$ cat src/rtl/i2c_cfg_slave.sv
module i2c_cfg_slave #(
  parameter logic [7:0] DEV_ADDR = 8'h80,
  parameter int NUM_REGS = 10
) (
  input  logic                  clk,
  input  logic                  rst_n,
  input  logic                  scl_i,
  input  logic                  sda_i,
  output logic                  sda_oe,
  output logic                  wr_stb,
  output logic [3:0]            wr_idx,
  output logic [5:0]            atten_o,
  output logic [NUM_REGS*8-1:0] regs_o
);

  typedef enum logic [1:0] {ST_IDLE, ST_ADDR, ST_SUB, ST_DATA} st_t;

  logic [1:0] scl_m, sda_m;
  logic       scl_p, sda_p;
  logic       scl_n, sda_n;
  st_t        st;
  logic [3:0] bcnt;
  logic [7:0] shreg;
  logic [3:0] ptr;
  logic       inc;
  logic [7:0] rf [NUM_REGS];

  assign scl_n = scl_m[1];
  assign sda_n = sda_m[1];

  wire start_c = scl_n & scl_p & sda_p & ~sda_n;
  wire stop_c  = scl_n & scl_p & ~sda_p & sda_n;
  wire rise_c  = scl_n & ~scl_p;
  wire fall_c  = ~scl_n & scl_p;

  always_ff @(posedge clk or negedge rst_n) begin
    if (!rst_n) begin
      scl_m <= 2'b11;
      sda_m <= 2'b11;
      scl_p <= 1'b1;
      sda_p <= 1'b1;
    end else begin
      scl_m <= {scl_m[0], scl_i};
      sda_m <= {sda_m[0], sda_i};
      scl_p <= scl_n;
      sda_p <= sda_n;
    end
  end

  always_ff @(posedge clk or negedge rst_n) begin
    if (!rst_n) begin
      st     <= ST_IDLE;
      bcnt   <= '0;
      shreg  <= '0;
      ptr    <= '0;
      inc    <= 1'b0;
      sda_oe <= 1'b0;
      wr_stb <= 1'b0;
      wr_idx <= '0;
      for (int i = 0; i < NUM_REGS; i++) rf[i] <= '0;
    end else begin
      wr_stb <= 1'b0;
      if (start_c) begin
        st     <= ST_ADDR;
        bcnt   <= '0;
        sda_oe <= 1'b0;
      end else if (stop_c) begin
        st     <= ST_IDLE;
        bcnt   <= '0;
        sda_oe <= 1'b0;
      end else if (st != ST_IDLE) begin
        if (rise_c && bcnt < 4'd8) begin
          shreg <= {shreg[6:0], sda_n};
          bcnt  <= bcnt + 4'd1;
        end else if (fall_c && bcnt == 4'd8) begin
          bcnt <= 4'd9;
          case (st)
            ST_ADDR: begin
              if (shreg == DEV_ADDR) begin
                sda_oe <= 1'b1;
                st     <= ST_SUB;
              end else begin
                st   <= ST_IDLE;
                bcnt <= '0;
              end
            end
            ST_SUB: begin
              sda_oe <= 1'b1;
              ptr    <= shreg[3:0];
              inc    <= shreg[7];
              st     <= ST_DATA;
            end
            default: begin
              sda_oe <= 1'b1;
              if (int'(ptr) < NUM_REGS) begin
                rf[ptr] <= shreg;
                wr_stb  <= 1'b1;
                wr_idx  <= ptr;
              end
              if (inc) ptr <= ptr + 4'd1;
            end
          endcase
        end else if (fall_c && bcnt == 4'd9) begin
          sda_oe <= 1'b0;
          bcnt   <= '0;
        end
      end
    end
  end

  for (genvar g = 0; g < NUM_REGS; g++) begin : g_flat
    assign regs_o[g*8 +: 8] = rf[g];
  end

  assign atten_o = rf[0][5:0];

  AST_ACK_SCL_LOW: assert property (@(posedge clk) disable iff (!rst_n)
    !$stable(sda_oe) |-> !scl_n);
  AST_IDLE_QUIET: assert property (@(posedge clk) disable iff (!rst_n)
    (st == ST_IDLE) |-> !sda_oe);
  AST_STB_RANGE: assert property (@(posedge clk) disable iff (!rst_n)
    wr_stb |-> (int'(wr_idx) < NUM_REGS));
  AST_STB_SINGLE: assert property (@(posedge clk) disable iff (!rst_n)
    wr_stb |=> !wr_stb);
  AST_BANK_HOLD: assert property (@(posedge clk) disable iff (!rst_n)
    !wr_stb |-> $stable(regs_o));

endmodule

$ cat config.mk
export PLATFORM = sky130hd
export DESIGN_NAME = i2c_cfg_slave
export DESIGN_NICKNAME = d
export VERILOG_FILES = /design/src/rtl/i2c_cfg_slave.sv
export SDC_FILE = /design/constraint.sdc
export NUM_CORES = 1
export LEC_CHECK = 0
export BUFFER_PORTS_ARGS = -buffer_cell sky130_fd_sc_hd__buf_2
export CORE_AREA = 5 5 132 134
export CTS_BUF_LIST = sky130_fd_sc_hd__clkbuf_2
export CTS_CLUSTER_SIZE = 40
export DETAILED_ROUTE_END_ITERATION = 6
export DIE_AREA = 0 0 137 139
export HOLD_SLACK_MARGIN = 0.02
export MAX_ROUTING_LAYER = met4
export SLEW_MARGIN = 20
export SYNTH_ARGS = -nofsm -noshare
export SYNTH_HDL_FRONTEND = slang
export SYNTH_SLANG_ARGS = --single-unit
$ cat constraint.sdc
create_clock -name clk -period 4.7 [get_ports clk]
set_input_delay 0.47 -clock clk [delete_from_list [all_inputs] [get_ports clk]]
set_output_delay 0.47 -clock clk [all_outputs]
set_load 0.05 [all_outputs]
# Word-level counts from Yosys, hierarchy flattened
# Cells that the tools add are included.
# op_classes
shifts	0
n_div	0
eq_ne	7
addsub	2
bitwise	17
order_cmp	4
muxes	35
n_reduce_logical	19
multipliers	0
# ops
op	n
80-bit bitwise mux	1
4-bit 2-to-1 mux	9
8-bit demux with 4-bit select	1
1-bit 2-to-1 mux	15
7-bit AND reduction	2
2-bit 2-to-1 mux	6
4-bit AND reduction	3
1-bit inverter	9
4-bit by 1-bit adder with 4-bit output (second input constant)	2
4-bit equality test (second input constant)	2
8-bit equality test (second input constant)	1
4-bit less-than comparator (second input constant)	2
8-bit 2-to-1 mux	1
4-bit one-hot mux with 2 select lines	1
4-bit nonzero test	2
1-bit AND	7
6-bit AND reduction	1
3-bit nonzero test	2
5-bit >= comparator (second input constant)	1
5-bit by 1-bit less-than comparator with 1-bit output (second input constant)	1
5-bit inequality test (second input constant)	1
4-bit inverter with 5-bit output	1
5-bit nonzero test	1
1-bit logical AND	4
7 further kinds	8
# totals
mem_bits_ro	0
latch_bits	0
wordCells	106
input_bits	4
ramBits	0
memories	0
out_inout_bits	92
reg_bits	111

# Depth between registers and ports, before layout
# depth
word_depth	9
ltp_mapped	7
ltp_nobuf	6

# Least setup slack after synthesis
# OpenSTA, ideal clock, no wires.
# synth_timing
path_kind	flip-flop to flip-flop
start	register st[0]
end	register rf, in the netlist regs_o[16]
t_arrival_ns	1.793
setup_slack_ns	2.783
stages_incl_launch_ff	6
path_buffers	0
required_time_ns	4.575
setup_ns	0.125
period_less_slack_ns	1.917
cell_sequence	dfrtp_1 inv_1 ha_1 nor2_1 nand4b_2 mux2_2
# synth_via
elab_chain_cells	4
word_cells_on_any_way	6
cone_classes	2 x eq/ne; 1 x bitwise; 3 x reduce/logical
# synth_lines
item	line	source
start, declared	21	st_t st;
start signal, assigned	52	st <= ST_IDLE;
start signal, assigned	64	st <= ST_ADDR;
start signal, assigned	68	st <= ST_IDLE;
2-bit equality test or 2-bit by 1-bit equality test with 1-bit output (tied branches)	77	case (st)
2-bit OR reduction (no line)	n/a	
1-bit inverter (no line)	n/a	
7-bit AND reduction (no line) (*)	n/a	
end signal, assigned by index	96	rf[ptr] <= shreg;
end, declared	26	logic [7:0] rf [NUM_REGS];
# Mark *: on every way between the ends. The rest lies on a longest branch, timed or not.
# A chain may end at the register's enable or synchronous reset.

# Worst setup path in the final report
# layout_timing
start	register bcnt[0]
end	register rf, in the netlist regs_o[27]
# layout_via
elab_chain_cells	4
word_cells_on_any_way	6
cone_classes	1 x order compare; 1 x eq/ne; 1 x bitwise; 3 x reduce/logical
# layout_lines
item	line	source
start, declared	22	logic [3:0] bcnt;
start signal, assigned	74	bcnt <= bcnt + 4'd1;
4-bit less-than comparator	72	if (rise_c && bcnt < 4'd8) begin
1-bit logical AND	72	
1-bit inverter (no line)	n/a	
7-bit AND reduction (no line) (*)	n/a	
# Marks and branches as above.

==> results by group <==
Timing
  – Setup TNS: 0 ns
  – RSZ-0062 raised after global routing: no
  – Crit share post-route: 53.8%
  – Final setup viols: 0
  – Min Clock Period, post-route: 2.53 ns
  – Worst Clk Skew: 0.0204 ns
  – Final Hold Fails: 0
  – FMAX: 395 MHz
  – Actual slew at the worst max-slew pin: 0.853 ns
  – Max Slew Vio Count: 0
  – Setup WS post-layout: 2.17 ns
  – WHS: 0.378 ns
  – Relative slew margins: 43.0%

Critical path
  – R2r setup slk: 2.17 ns
  – Crit end category: flip-flop
  – Worst Setup Start Kind: flip-flop
  – Worst setup endpoint: regs_o[27]
  – CP Data Required Time: 5.18 ns
  – Critical Path AT: 3.01 ns
  – R2r startpoint: bcnt[0]
  – CP Launch Point: bcnt[0]
  – R2R depth: 6
  – WS Path Type: flip-flop to flip-flop
  – Critical path peak fanout: 12
  – R2r endpoint: regs_o[27]

Clock network
  – Worst skew pair latency: 0.56 ns
  – Num CTS Buffers: 9
  – H-tree levels: 3
  – Clock root cell: clkbuf_2
  – Postcts setup bufs: 0
  – Clock tree sinks: 111
  – Worst-case clock buffer depth: 2
  – CTS tree: done
  – Clock transition at path regs: 0.26 ns

Die
  – I/O pins: 96
  – Die area: 19,000 µm²
  – Die Height: 139 µm
  – Die W: 137 µm
  – Core area: 16,200 µm²
  – Standard-cell rows: 47
  – Starting Density: 29.4%

Synth
  – Gate Count Post-Synth: 321
  – Async SR Flop Fraction: 100%
  – Sequential-to-total area share from yosys stat: 58.7%
  – Synth Cell Area: 4750 µm²
  – Ys flop type: dfrtp_1
  – Syn Nets: 335
  – Post-synth cell types: 46
  – Number of flops mapped to enable cells by yosys: 0
  – Avg Cell Area, Syn: 14.8 µm²
  – Synth Warn #: 0
  – Synth Register Bits: 111

Drt
  – Uppermost layer routed: met4
  – Initial drt markers: 71
  – Wirelength per Cell: 17.0 µm
  – Met2 wire len: 5270 µm
  – WL final: 10,800 µm
  – First-pass DRT Iterations: 4
  – DRC: 0
  – Antenna viol nets, final: 0
  – Met3 routed WL: 572 µm
  – Vias per cell: 4.56
  – Met1 WL: 4780 µm
  – Vias post-DR: 2,908

GRT
  – Vias in the first global route: 3,083
  – Initial antenna violation count: 1
  – Grt total ovfl: 0
  – GRT Total Usage: 12.0%
  – Pin count of the biggest net entering global routing: 61
  – First-pass GRT wire length: 17,100 µm

Placed design
  – PortBufs: 95
  – Half-perimeter wire length after placement: 7650 µm
  – RD Place Congestion: 0.762
  – Pre-CTS setup slack: 2.18 ns

Cells and area
  – Layout cell share with drive strength beyond 1: 54.0%
  – Total Nets Final: 427
  – Synthesis-to-layout area growth: 17.2%

Power and ir drop
  – Peak VDD IR: 0.000135 V
  – Leak Pwr: 3.08 nW
  – Power Dens Cells: 310 nW/µm²

Status
  – Status: complete, no violations

Run
  – Max Cap Viol: 0

Min path
  – Hold Path Class: flip-flop to flip-flop
  – Hold Crit Start: sda_m[0]
==> stage by stage <==
stage	util [%]	std cells	power [mW]	cell area [µm²]
finish	34.4	638	1.72	5570
CTS	34.4	637	1.76	5560
global route	34.4	638	1.82	5570
global placement	33.4	619	1.28	5410
floorplan	-	321	1.17	4750
detailed placement	33.4	619	1.29	5410
==> worst max-delay path, stage by stage, from the launching register on <==
cell      delay (ns)
dfrtp_1         0.48
inv_1           0.11
ha_1            0.22
inv_1           0.12
nor3_4          0.72
nand4b_2        0.42
mux2_2          0.38
==> layout by cell type (no fill, tap or decap), drive strengths merged, types with 4 or more instances in the layout <==
master / count
a21oi: 5
buf: 96
clkbuf: 10
dfrtp: 105
dfstp: 6
ha: 10
inv: 11
mux2: 94
mux2i: 7
nand2: 11
nand3: 7
nand4b: 4
nor2: 4
nor4b: 4
o21ai: 5
==> area by class of cell <==
class                      instances  area (µm²)
multi-input combinational        181        1820
clock buffer                      10        50.0
antenna                            1        2.50
timing repair buffer              99         515
tap                              220         275
inverter                          11        41.3
sequential                       111        2790
clock inverter                     5        73.8
fill                            1617       10600
==> synthesized netlist by cell type (2+ instances only) <==
cell type / n / area [µm²]
a21oi_1: 5 / 25.0
buf_4: 6 / 45.0
clkbuf_1: 9 / 33.8
dfrtp_1: 105 / 2630
dfstp_2: 6 / 158
ha_1: 10 / 125
inv_1: 11 / 41.3
mux2_1: 2 / 22.5
mux2_2: 92 / 1040
mux2i_1: 7 / 70.1
nand2_1: 7 / 26.3
nand2_2: 4 / 25.0
nand2b_1: 2 / 12.5
nand3_1: 7 / 35.0
nand3b_1: 2 / 15.0
nand4_4: 2 / 42.5
nand4b_2: 2 / 30.0
nand4b_4: 2 / 47.6
nor2_1: 4 / 15.0
nor4b_1: 3 / 26.3
nor4bb_1: 3 / 30.0
o21ai_0: 5 / 25.0
o22ai_1: 2 / 12.5
==> where the power goes <==
group	switching [mW]	total [mW]	internal, mW
Sequential	0.162	1.16	0.994
Clock	0.290	0.462	0.172
Combinational	0.0533	0.106	0.0529
==> routing by layer <==
metal / GRT usage, % / up-vias
li1: - / 1325
met1: 15.0 / 1484
met2: 18.9 / 81
met3: 2.98 / 18
met4: 4.15 / 0
met5: - / -
==> state kept, by name, indices dropped and copies added (netlist names) <==
signal   flops
atten_o      6
bcnt         4
inc          1
ptr          4
regs_o      74
scl_m        2
scl_p        1
sda_m        2
sda_oe       1
sda_p        1
shreg        8
st           2
wr_idx       4
wr_stb       1
==> worst min path at each step <==
stage                            end  slack, ns  cells after the start
after CTS                   scl_m[1]       0.38                      0
after global routing        sda_m[1]       0.38                      0
after detailed placement    scl_m[1]       0.35                      0
final                       sda_m[1]       0.38                      0
after floorplan           atten_o[0]       0.17                      0
after global placement      scl_m[1]       0.35                      0
==> cells by family (layout without fill, tap and decap cells) <==
family | after synthesis | count (layout) | share of synthesized area [%]
xor+xnor | 1 | 1 | 0.185
mux | 101 | 101 | 23.8
buf+inv | 29 | 125 | 2.95
simple gates | 49 | 49 | 9.09
fa+ha+maj | 10 | 10 | 2.64
flops | 111 | 111 | 58.7
other cells | 0 | 1 | 0
compound gates | 20 | 20 | 2.69
==> timing repair <==
item,CTS,global route
gates resized for setup,0,0
hold buffers,3,0
hold endpoints to repair,55,0
(Power assumes the default switching activity.)
